===== src/rtl/lcd_timing_pkg.sv =====
package lcd_timing_pkg;

  localparam int WORD_W = 32;
  localparam int POS_W  = 11;

  // horizontal word fields
  localparam int PPL_LSB = 2;
  localparam int PPL_W   = 6;
  localparam int HSW_LSB = 8;
  localparam int HFP_LSB = 16;
  localparam int HBP_LSB = 24;
  localparam int HFLD_W  = 8;
  localparam int BLK_SH  = 4;

  // vertical word fields
  localparam int LPP_LSB = 0;
  localparam int LPP_W   = 10;
  localparam int VSW_LSB = 10;
  localparam int VSW_W   = 6;
  localparam int VFP_LSB = 16;
  localparam int VBP_LSB = 24;
  localparam int VPOR_W  = 8;

  // polarity word bits
  localparam int INV_VS_BIT  = 11;
  localparam int INV_HS_BIT  = 12;
  localparam int PCLK_EDGE_BIT = 13;
  localparam int INV_DE_BIT  = 14;

  typedef struct packed {
    logic [POS_W-1:0] act_end;
    logic [POS_W-1:0] fp_end;
    logic [POS_W-1:0] sync_end;
    logic [POS_W-1:0] last;
  } axis_bounds_t;

  typedef struct packed {
    axis_bounds_t h;
    axis_bounds_t v;
    logic inv_hs;
    logic inv_vs;
    logic inv_de;
    logic pclk_fall;
  } raster_cfg_t;

  typedef struct packed {
    logic hs;
    logic vs;
    logic de;
    logic pv;
    logic fs;
    logic pf;
    logic [POS_W-1:0] col;
    logic [POS_W-1:0] row;
  } raster_out_t;

endpackage


===== src/rtl/lcd_rst_sync.sv =====
module lcd_rst_sync (
  input  logic clk,
  input  logic rst_n_in,
  output logic rst_n_out
);
  logic [1:0] sync_q;

  always_ff @(posedge clk or negedge rst_n_in) begin
    if (!rst_n_in) sync_q <= 2'b00;
    else           sync_q <= {sync_q[0], 1'b1};
  end

  assign rst_n_out = sync_q[1];
endmodule


===== src/rtl/lcd_timing_decode.sv =====
module lcd_timing_decode
  import lcd_timing_pkg::*;
(
  input  logic [WORD_W-1:0] hword,
  input  logic [WORD_W-1:0] vword,
  input  logic [WORD_W-1:0] pword,
  output raster_cfg_t       cfg
);
  logic [POS_W-1:0] h_act, h_fp, h_sw, h_bp;
  logic [POS_W-1:0] v_act, v_fp, v_sw, v_bp;
  logic [POS_W-1:0] h_fp_end, h_sync_end, v_fp_end, v_sync_end;
  logic             unused_bits;

  assign unused_bits = ^{hword[PPL_LSB-1:0], pword[WORD_W-1:INV_DE_BIT+1],
                         pword[INV_VS_BIT-1:0]};

  always_comb begin
    // horizontal fields are all stored minus one, active in blocks of 16
    h_act = POS_W'({hword[PPL_LSB +: PPL_W], {BLK_SH{1'b0}}}) + POS_W'(1 << BLK_SH);
    h_fp  = POS_W'(hword[HFP_LSB +: HFLD_W]) + POS_W'(1);
    h_sw  = POS_W'(hword[HSW_LSB +: HFLD_W]) + POS_W'(1);
    h_bp  = POS_W'(hword[HBP_LSB +: HFLD_W]) + POS_W'(1);
    // vertical porches carry no offset
    v_act = POS_W'(vword[LPP_LSB +: LPP_W]) + POS_W'(1);
    v_sw  = POS_W'(vword[VSW_LSB +: VSW_W]) + POS_W'(1);
    v_fp  = POS_W'(vword[VFP_LSB +: VPOR_W]);
    v_bp  = POS_W'(vword[VBP_LSB +: VPOR_W]);

    h_fp_end   = h_act + h_fp;
    h_sync_end = h_fp_end + h_sw;
    v_fp_end   = v_act + v_fp;
    v_sync_end = v_fp_end + v_sw;

    cfg.h.act_end  = h_act;
    cfg.h.fp_end   = h_fp_end;
    cfg.h.sync_end = h_sync_end;
    cfg.h.last     = h_sync_end + h_bp - POS_W'(1);
    cfg.v.act_end  = v_act;
    cfg.v.fp_end   = v_fp_end;
    cfg.v.sync_end = v_sync_end;
    cfg.v.last     = v_sync_end + v_bp - POS_W'(1);
    cfg.inv_hs     = pword[INV_HS_BIT];
    cfg.inv_vs     = pword[INV_VS_BIT];
    cfg.inv_de     = pword[INV_DE_BIT];
    cfg.pclk_fall  = pword[PCLK_EDGE_BIT];
  end
endmodule


===== src/rtl/lcd_axis_counter.sv =====
module lcd_axis_counter #(
  parameter int W = 11
) (
  input  logic         clk,
  input  logic         rst_n,
  input  logic         clr,
  input  logic         step,
  input  logic [W-1:0] last,
  output logic [W-1:0] pos,
  output logic         wrap
);
  logic [W-1:0] pos_q, pos_d;

  assign wrap = step && (pos_q == last);
  assign pos  = pos_q;

  always_comb begin
    pos_d = pos_q;
    if (clr)       pos_d = '0;
    else if (step) pos_d = wrap ? '0 : pos_q + W'(1);
  end

  always_ff @(posedge clk or negedge rst_n) begin
    if (!rst_n) pos_q <= '0;
    else        pos_q <= pos_d;
  end


  pos_in_range_chk: assert property (@(posedge clk) disable iff (!rst_n)
    pos_q <= last);
endmodule


===== src/rtl/lcd_raster_out.sv =====
module lcd_raster_out
  import lcd_timing_pkg::*;
(
  input  logic             clk,
  input  logic             rst_n,
  input  logic             clr,
  input  logic             upd,
  input  logic             run,
  input  logic [POS_W-1:0] hpos,
  input  logic [POS_W-1:0] vpos,
  input  raster_cfg_t      cfg,
  output raster_out_t      out
);
  raster_out_t out_q, out_d;
  logic h_act, v_act, h_sync, v_sync, act;

  always_comb begin
    h_act  = hpos < cfg.h.act_end;
    v_act  = vpos < cfg.v.act_end;
    h_sync = (hpos >= cfg.h.fp_end) && (hpos < cfg.h.sync_end);
    v_sync = (vpos >= cfg.v.fp_end) && (vpos < cfg.v.sync_end);
    act    = h_act && v_act;

    out_d = out_q;
    if (clr) begin
      out_d = '0;
    end else if (upd) begin
      out_d = '0;
      if (run) begin
        // raw levels are active high, polarity applied by XOR
        out_d.hs  = h_sync ^ cfg.inv_hs;
        out_d.vs  = v_sync ^ cfg.inv_vs;
        out_d.de  = act ^ cfg.inv_de;
        out_d.pv  = act;
        out_d.fs  = (hpos == '0) && (vpos == '0);
        out_d.pf  = cfg.pclk_fall;
        out_d.col = hpos;
        out_d.row = vpos;
      end
    end
  end

  always_ff @(posedge clk or negedge rst_n) begin
    if (!rst_n) out_q <= '0;
    else        out_q <= out_d;
  end

  assign out = out_q;


  fs_at_origin_chk: assert property (@(posedge clk) disable iff (!rst_n)
    out_q.fs |-> (out_q.pv && out_q.col == '0 && out_q.row == '0));


  hold_chk: assert property (@(posedge clk) disable iff (!rst_n)
    (!upd && !clr) |=> $stable(out_q));


  pv_in_active_chk: assert property (@(posedge clk) disable iff (!rst_n)
    out_q.pv |-> (out_q.col < cfg.h.act_end && out_q.row < cfg.v.act_end));
endmodule


===== src/rtl/lcd_raster_gen.sv =====
module lcd_raster_gen
  import lcd_timing_pkg::*;
(
  input  logic              clk,
  input  logic              rst_n,
  input  logic              pix_ce,
  input  logic              enable,
  input  logic [WORD_W-1:0] hword,
  input  logic [WORD_W-1:0] vword,
  input  logic [WORD_W-1:0] pword,
  output logic              hsync,
  output logic              vsync,
  output logic              de,
  output logic              pix_valid,
  output logic              frame_start,
  output logic              pclk_fall,
  output logic [POS_W-1:0]  col,
  output logic [POS_W-1:0]  row
);
  logic             rst_s;
  raster_cfg_t      cfg_in, cfg_q, cfg_d;
  raster_out_t      out_w;
  logic             run_q, run_d;
  logic             h_step, h_wrap, v_wrap, load, stop;
  logic [POS_W-1:0] hpos, vpos;

  lcd_rst_sync u_rst (.clk(clk), .rst_n_in(rst_n), .rst_n_out(rst_s));

  lcd_timing_decode u_dec (.hword(hword), .vword(vword), .pword(pword), .cfg(cfg_in));

  assign stop   = !enable;
  assign h_step = enable && run_q && pix_ce;
  // capture only at the start of a run or at the end of a frame
  assign load   = enable && pix_ce && (!run_q || v_wrap);

  always_comb begin
    run_d = run_q;
    if (stop)        run_d = 1'b0;
    else if (pix_ce) run_d = 1'b1;
    cfg_d = load ? cfg_in : cfg_q;
  end

  always_ff @(posedge clk or negedge rst_s) begin
    if (!rst_s) begin
      run_q <= 1'b0;
      cfg_q <= '0;
    end else begin
      run_q <= run_d;
      cfg_q <= cfg_d;
    end
  end

  lcd_axis_counter #(.W(POS_W)) u_hcnt (
    .clk(clk), .rst_n(rst_s), .clr(stop), .step(h_step),
    .last(cfg_q.h.last), .pos(hpos), .wrap(h_wrap));

  lcd_axis_counter #(.W(POS_W)) u_vcnt (
    .clk(clk), .rst_n(rst_s), .clr(stop), .step(h_wrap),
    .last(cfg_q.v.last), .pos(vpos), .wrap(v_wrap));

  lcd_raster_out u_out (
    .clk(clk), .rst_n(rst_s), .clr(stop), .upd(pix_ce), .run(run_q),
    .hpos(hpos), .vpos(vpos), .cfg(cfg_q), .out(out_w));

  assign hsync       = out_w.hs;
  assign vsync       = out_w.vs;
  assign de          = out_w.de;
  assign pix_valid   = out_w.pv;
  assign frame_start = out_w.fs;
  assign pclk_fall   = out_w.pf;
  assign col         = out_w.col;
  assign row         = out_w.row;


  stop_quiet_chk: assert property (@(posedge clk) disable iff (!rst_s)
    !enable |=> (!hsync && !vsync && !de && !pix_valid && !frame_start &&
                 !pclk_fall && col == '0 && row == '0));


  cfg_hold_chk: assert property (@(posedge clk) disable iff (!rst_s)
    (run_q && !v_wrap) |=> $stable(cfg_q));


  line_step_chk: assert property (@(posedge clk) disable iff (!rst_s)
    (enable && !h_wrap) |=> $stable(vpos));
endmodule


===== config.mk =====
export PLATFORM = sky130hd
export DESIGN_NAME = lcd_raster_gen
export DESIGN_NICKNAME = d
export VERILOG_FILES = /design/src/rtl/lcd_timing_pkg.sv /design/src/rtl/lcd_rst_sync.sv /design/src/rtl/lcd_timing_decode.sv /design/src/rtl/lcd_axis_counter.sv /design/src/rtl/lcd_raster_out.sv /design/src/rtl/lcd_raster_gen.sv
export SDC_FILE = /design/constraint.sdc
export NUM_CORES = 1
export LEC_CHECK = 0
export ABC_CLOCK_PERIOD_IN_PS = 5800
export BUFFER_PORTS_ARGS = -buffer_cell sky130_fd_sc_hd__buf_2
export CORE_UTILIZATION = 55
export DETAILED_ROUTE_END_ITERATION = 10
export PLACE_DENSITY = 0.77
export REMOVE_ABC_BUFFERS = 1
export SLEW_MARGIN = 20
export SYNTH_ARGS = -nofsm -noshare
export SYNTH_HDL_FRONTEND = slang
export SYNTH_SLANG_ARGS = --single-unit

===== constraint.sdc =====
create_clock -name clk -period 5.8 [get_ports clk]
set_clock_uncertainty 0.15 [all_clocks]
set_input_delay 0 -clock clk [delete_from_list [all_inputs] [get_ports clk]]
set_output_delay 0 -clock clk [all_outputs]
set_load 0.05 [all_outputs]

After elaboration in Yosys (flattened, before gate mapping)
Cells that the tools add are included.
{ "totals": {"input_bits": 100, "regBits": 145, "word_cells": 79} }
{ "classes": {"eq_ne": 5, "n_bitwise": 3, "mux": 11, "order_cmp": 6, "n_addsub": 16, "reduce_logical": 14} }
{ "ops": {"columns": ["op", "count"], "rows": [
  ["2-to-1 mux 28 bit", 3],
  ["2-to-1 mux 11 bit", 6],
  ["adder 11 bit", 4],
  ["less-than comparator 11 bit", 4],
  ["adder 8 x 1 -> 9 bit (second input constant)", 3],
  ["adder 11 x 1 -> 11 bit (second input constant)", 2],
  ["adder 11 x 8 -> 11 bit", 2],
  ["== test 11 bit", 2],
  [">= comparator 11 bit", 2],
  ["logical NOT 11 bit", 2],
  ["subtractor 11 x 1 -> 11 bit (second input constant)", 2],
  ["adder 10 x 1 -> 11 bit (second input constant)", 1],
  ["adder 10 x 5 -> 11 bit (second input constant)", 1],
  ["logical AND 1 bit", 10],
  ["adder 6 x 1 -> 7 bit (second input constant)", 1],
  ["!= test 2 x 1 -> 1 bit (second input constant)", 2],
  ["XOR 1 bit", 3],
  ["2-to-1 mux 1 bit", 2],
  ["!= test 2 bit (second input constant)", 1],
  ["logical NOT 1 bit", 1],
  ["logical OR 1 bit", 1]
]} }

Depth between registers and ports, before layout
{ "logic_depth": {"word_depth": 7, "depth_mapped": 24} }

Cells and area by module
Synthesis repeated with hierarchy kept, for this count alone.
{ "unflattened": {"hier_cells": 1005, "area_unflattened_um2": 10717.8} }
{ "by_module_without_submodules": {"columns": ["mod", "cells_each", "area_each_um2", "n_inst"], "rows": [
  ["lcd_raster_gen", 202, 3873.7, 1],
  ["lcd_raster_out", 306, 2661.3, 1],
  ["lcd_timing_decode", 356, 2660.1, 1],
  ["lcd_axis_counter", 69, 734.5, 2],
  ["lcd_rst_sync", 3, 53.8, 1]
]} }

Least setup slack after synthesis
Ideal clock, no wire load.
{ "synth_path": {"path_kind": "input to register", "from": "input vword[0]", "to": "register cfg_q[14] (netlist name)", "required_ps": 5518, "stages": 22, "arrival_time_ps": 3690, "setup_slack_ps": 1828, "path_cell_list": "ha_1 ha_1 a21oi_1 inv_1 a21oi_1 xnor2_1 ha_1 nand2_1 o21ai_0 nor3_1 o21ai_0 a21o_1 xnor2_1 ha_1 inv_1 ha_1 or3_1 o211ai_1 o21ai_0 xnor2_1 xnor2_1 o21ai_1"} }
{ "synth_rtl": {"columns": ["element", "line_no", "rtl"], "rows": [
  ["start: declaration", "lcd_raster_gen.sv:9", "input logic [WORD_W-1:0] vword,"],
  ["end signal: assignment", "lcd_raster_gen.sv:49", "cfg_q <= cfg_d;"],
  ["end: declaration", "lcd_raster_gen.sv:21", "raster_cfg_t cfg_in, cfg_q, cfg_d;"]
]} }

==> flow_metrics.env <==
export IMPL_slowest_stage="dlygate4sd3_1"
export IMPL_ios=128
export IMPL_fin_crit_ns=4.80
export IMPL_crit_buf_inv=4
export IMPL_drv_cap=0
export IMPL_cts_tree="yes"
export IMPL_critPathLaunch="vword[0]"
export IMPL_yosys_warnings=0
export IMPL_place_congestion=0.905
export IMPL_path_class="in -> reg"
export IMPL_htreeDepth=4
export IMPL_n_fill_cell=1461
export IMPL_cp_arrival_ns=4.95
export IMPL_final_net_count=1467
export IMPL_synth_seq_area_share_pct=34.8
export IMPL_netlist_area_um2=10100
export IMPL_critPathMaxFanout=5
export IMPL_dpl_hpwl_um=16500
export IMPL_synth_top_area_share_pct=34.8
export IMPL_r2r_slack_ns=2.10
export IMPL_totalWireLength_um=22700
export IMPL_setup_viol=0
export IMPL_via_count=7954
export IMPL_cp_required_ns=5.94
export IMPL_die_w_um=138
export IMPL_cp_endpoint="cfg_q[14]"
export IMPL_drc=0
export IMPL_via_per_inst=5.41
export IMPL_core_area_um2=18000
export IMPL_syn_avg_cell_area_um2=9.25
export IMPL_synthTopCellsByArea="dfrtp_1 35%, ha_1 16%, xnor2_1 5.1%"
export IMPL_hold_path_class="in -> reg"
export IMPL_rsz0062_at_grt="no"
export IMPL_clk_pin_slew_ns=0.07
export IMPL_path_delay_family="adder cells"
export IMPL_hold_violations=0
export IMPL_yosysMostFrequentCell="dfrtp_1"
export IMPL_fin_area_um2=11800
export IMPL_overflow=0
export IMPL_cts_sinks=141
export IMPL_crit_cells=24
export IMPL_drt_pass1_iterations=6
export IMPL_crit_path_end_kind="flip-flop"
export IMPL_setup_slack_ns=0.997
export IMPL_relSlewSlack_pct=55.5
export IMPL_worstMarginPinSlew_ns=0.666
export IMPL_start_kind="primary input"
export IMPL_first_global_vias=7692
export IMPL_cp_common_cell="ha_1"
export IMPL_leakagePower_nw=6.12
export IMPL_clk_path_buf_depth=2
export IMPL_diodes=0
export IMPL_synth_top_area_cell="dfrtp_1"
export IMPL_drtIter0Drc=486
export IMPL_regArea_um2=3530
export IMPL_slew_viol_final=0
export IMPL_track_usage_pct=25.9
export IMPL_cts_root_buf="clkbuf_16"
export IMPL_antenna_found_initial=0
export IMPL_clk_latency_ns=0.43
export IMPL_max_freq_mhz=208
export IMPL_r2r_start="u_hcnt.pos[5]"
export IMPL_dieArea_um2=19000
export IMPL_die_h_um=138
export IMPL_r2r_end="cfg_q[69]"
export IMPL_cts_buffers=17
export IMPL_postSynthCellCount=1097
export IMPL_wire_per_inst_um=15.4
export IMPL_dpl_instance_area_um2=10800
export IMPL_postRouteAntennaNets=0
export IMPL_synth_seq_cells=141
export IMPL_fin_crit_sh_pct=82.8
export IMPL_grt_max_degree=57
export IMPL_area_growth_synth_to_final_pct=16.5
export IMPL_peakVddDrop_mv=0.221
export IMPL_synth_edf_count=0
export IMPL_powerDensity_nw_per_um2=343
export IMPL_yosysUniqueCellTypes=57
export IMPL_slowest_delay_ns=0.53
export IMPL_synth_flop_cell="dfrtp_1"
export IMPL_preCtsSetupSlack_ns=1.21
export IMPL_r2r_cells=8
export IMPL_port_buffers=97
export IMPL_synth_async_reset_ratio_pct=100
export IMPL_cp_cell_sequence="dlygate4sd3_1, buf_2, ha_1, ha_1, a21oi_1, inv_1, a21oi_1, xnor2_1, ha_1, nand2_1, o21ai_0, nor3_1, o21ai_0, a21o_1, xnor2_1, ha_1, inv_1, ha_1, or3_1, o211ai_1, o21ai_0, xnor2_1, xnor2_1, o21ai_1"
export IMPL_grt_pass1_wl_um=37700
export IMPL_yosys_top_cells_count="141 x dfrtp_1, 132 x ha_1, 128 x inv_1"
export IMPL_multi_input_comb_area_um2=5970
export IMPL_num_rows=49
export IMPL_layout_drive_gt1_share_pct=14.7
export IMPL_start_util_pct=56.3
export IMPL_outcome="complete, no violations"
==> placed cells by master (no fill, tap or decap), types with 6 or more instances in the layout <==
cell | synthesis | final
dfrtp_1 | 141 | 140
ha_1 | 132 | 132
inv_1 | 128 | 128
nand2_1 | 109 | 109
buf_2 | 4 | 97
nor2_1 | 61 | 61
o21ai_0 | 60 | 60
xnor2_1 | 59 | 59
xor2_1 | 56 | 56
dlygate4sd3_1 | 0 | 42
o21ai_1 | 41 | 41
a21oi_1 | 38 | 38
nand3_1 | 30 | 29
a21o_1 | 24 | 24
mux2_4 | 21 | 21
a22o_1 | 20 | 20
clkbuf_16 | 0 | 17
nand2b_1 | 15 | 15
and3_1 | 12 | 12
nand4_1 | 9 | 9
a21oi_2 | 9 | 9
nor2b_1 | 9 | 8
o21a_1 | 8 | 8
nor3_1 | 7 | 7
o211ai_1 | 7 | 7
o2111ai_1 | 6 | 6
a211oi_1 | 6 | 6
fa_1 | 6 | 6
inv_8 | 0 | 6
buf_4 | 1 | 6
==> flip-flops by register name, indices dropped and copies added (netlist names) <==
register / count
u_vcnt.pos: 11
u_out.out: 28
u_rst.sync_q: 2
u_hcnt.pos: 11
run_q: 1
cfg_q: 88
==> per-layer routing <==
layer / vias to the layer above / wire [µm] / track usage (%)
met5: - / 0 / 0
met4: 0 / 147 / 5.56
met3: 17 / 1170 / 5.63
met2: 170 / 10400 / 41.1
met1: 3746 / 11000 / 36.2
li1: 4021 / - / -
==> worst register-to-register path, cell delays in order, from the launching register on <==
cell and delay [ns]:
dfrtp_1 0.56, xor2_1 0.24, nor4_1 0.39, nand3_2 0.25
or4_4 0.52, nand2_1 0.14, nand3_4 0.44, buf_4 0.53
mux2_4 0.38
==> cells by family (layout without fill, tap and decap cells) <==
logic type / Yosys count / in the layout / synth area share, %
and+or+nand+nor: 280 / 280 / 13.0
AOI/OAI and AO/OA: 239 / 239 / 14.9
buffers and inverters: 160 / 305 / 6.52
other: 1 / 1 / 0.0370
muxes: 22 / 22 / 3.21
adders and majority gates: 138 / 138 / 17.5
DFF: 141 / 141 / 34.8
xor gates and xnor gates: 116 / 116 / 10.1
==> layout make-up <==
cell class / instances / area share, %
Sequential cell: 141 / 29.9
Timing Repair Buffer: 145 / 8.05
Tap cell: 229 / 2.43
Multi-Input combinational cell: 796 / 50.6
Inverter: 128 / 4.07
Clock buffer: 17 / 3.60
Clock inverter: 15 / 1.40
==> power by group <==
part           switching, W  leakage [nW]  internal (W)
logic              0.000866          4.03      0.000771
registers          0.000121          1.80       0.00118
clock network      0.000496         0.287      0.000615
total               0.00148          6.12       0.00257
==> timing repair <==
item | in CTS | in global routing
buffers inserted | 0 | 0
hold buffers | 42 | 0
gates resized for setup | 0 | 0
hold endpoints to repair | 54 | 0
==> through the flow <==
| step | instances | hold WS [ns] | power [W] | TNS [ns] | util (%) |
|---|---|---|---|---|---|
| 2_1_floorplan | 1065 | -0.446 | 0.00259 | -13.15 | - |
| 3_3_place_gp | 1397 | -0.364 | 0.00286 | 0 | 59.9 |
| 3_5_place_dp | 1397 | -0.362 | 0.00292 | 0 | 59.9 |
| 4_1_cts | 1471 | 0.0116 | 0.00407 | 0 | 65.5 |
| 5_1_grt | 1471 | 0.0399 | 0.00436 | 0 | 65.5 |
| 6_report | 1471 | 0.0115 | 0.00405 | 0 | 65.5 |
==> worst min-delay path by stage <==
stage,from,endpoint,depth (start not counted)
after floorplan,rst_n,u_rst.sync_q[0],0
after global placement,rst_n,u_rst.sync_q[0],1
after detailed placement,rst_n,u_rst.sync_q[0],1
after CTS,hword[20],cfg_q[74],4
after global routing,hword[20],cfg_q[74],4
final,hword[20],cfg_q[74],4
Note: power is estimated with default switching activity, not from simulation.
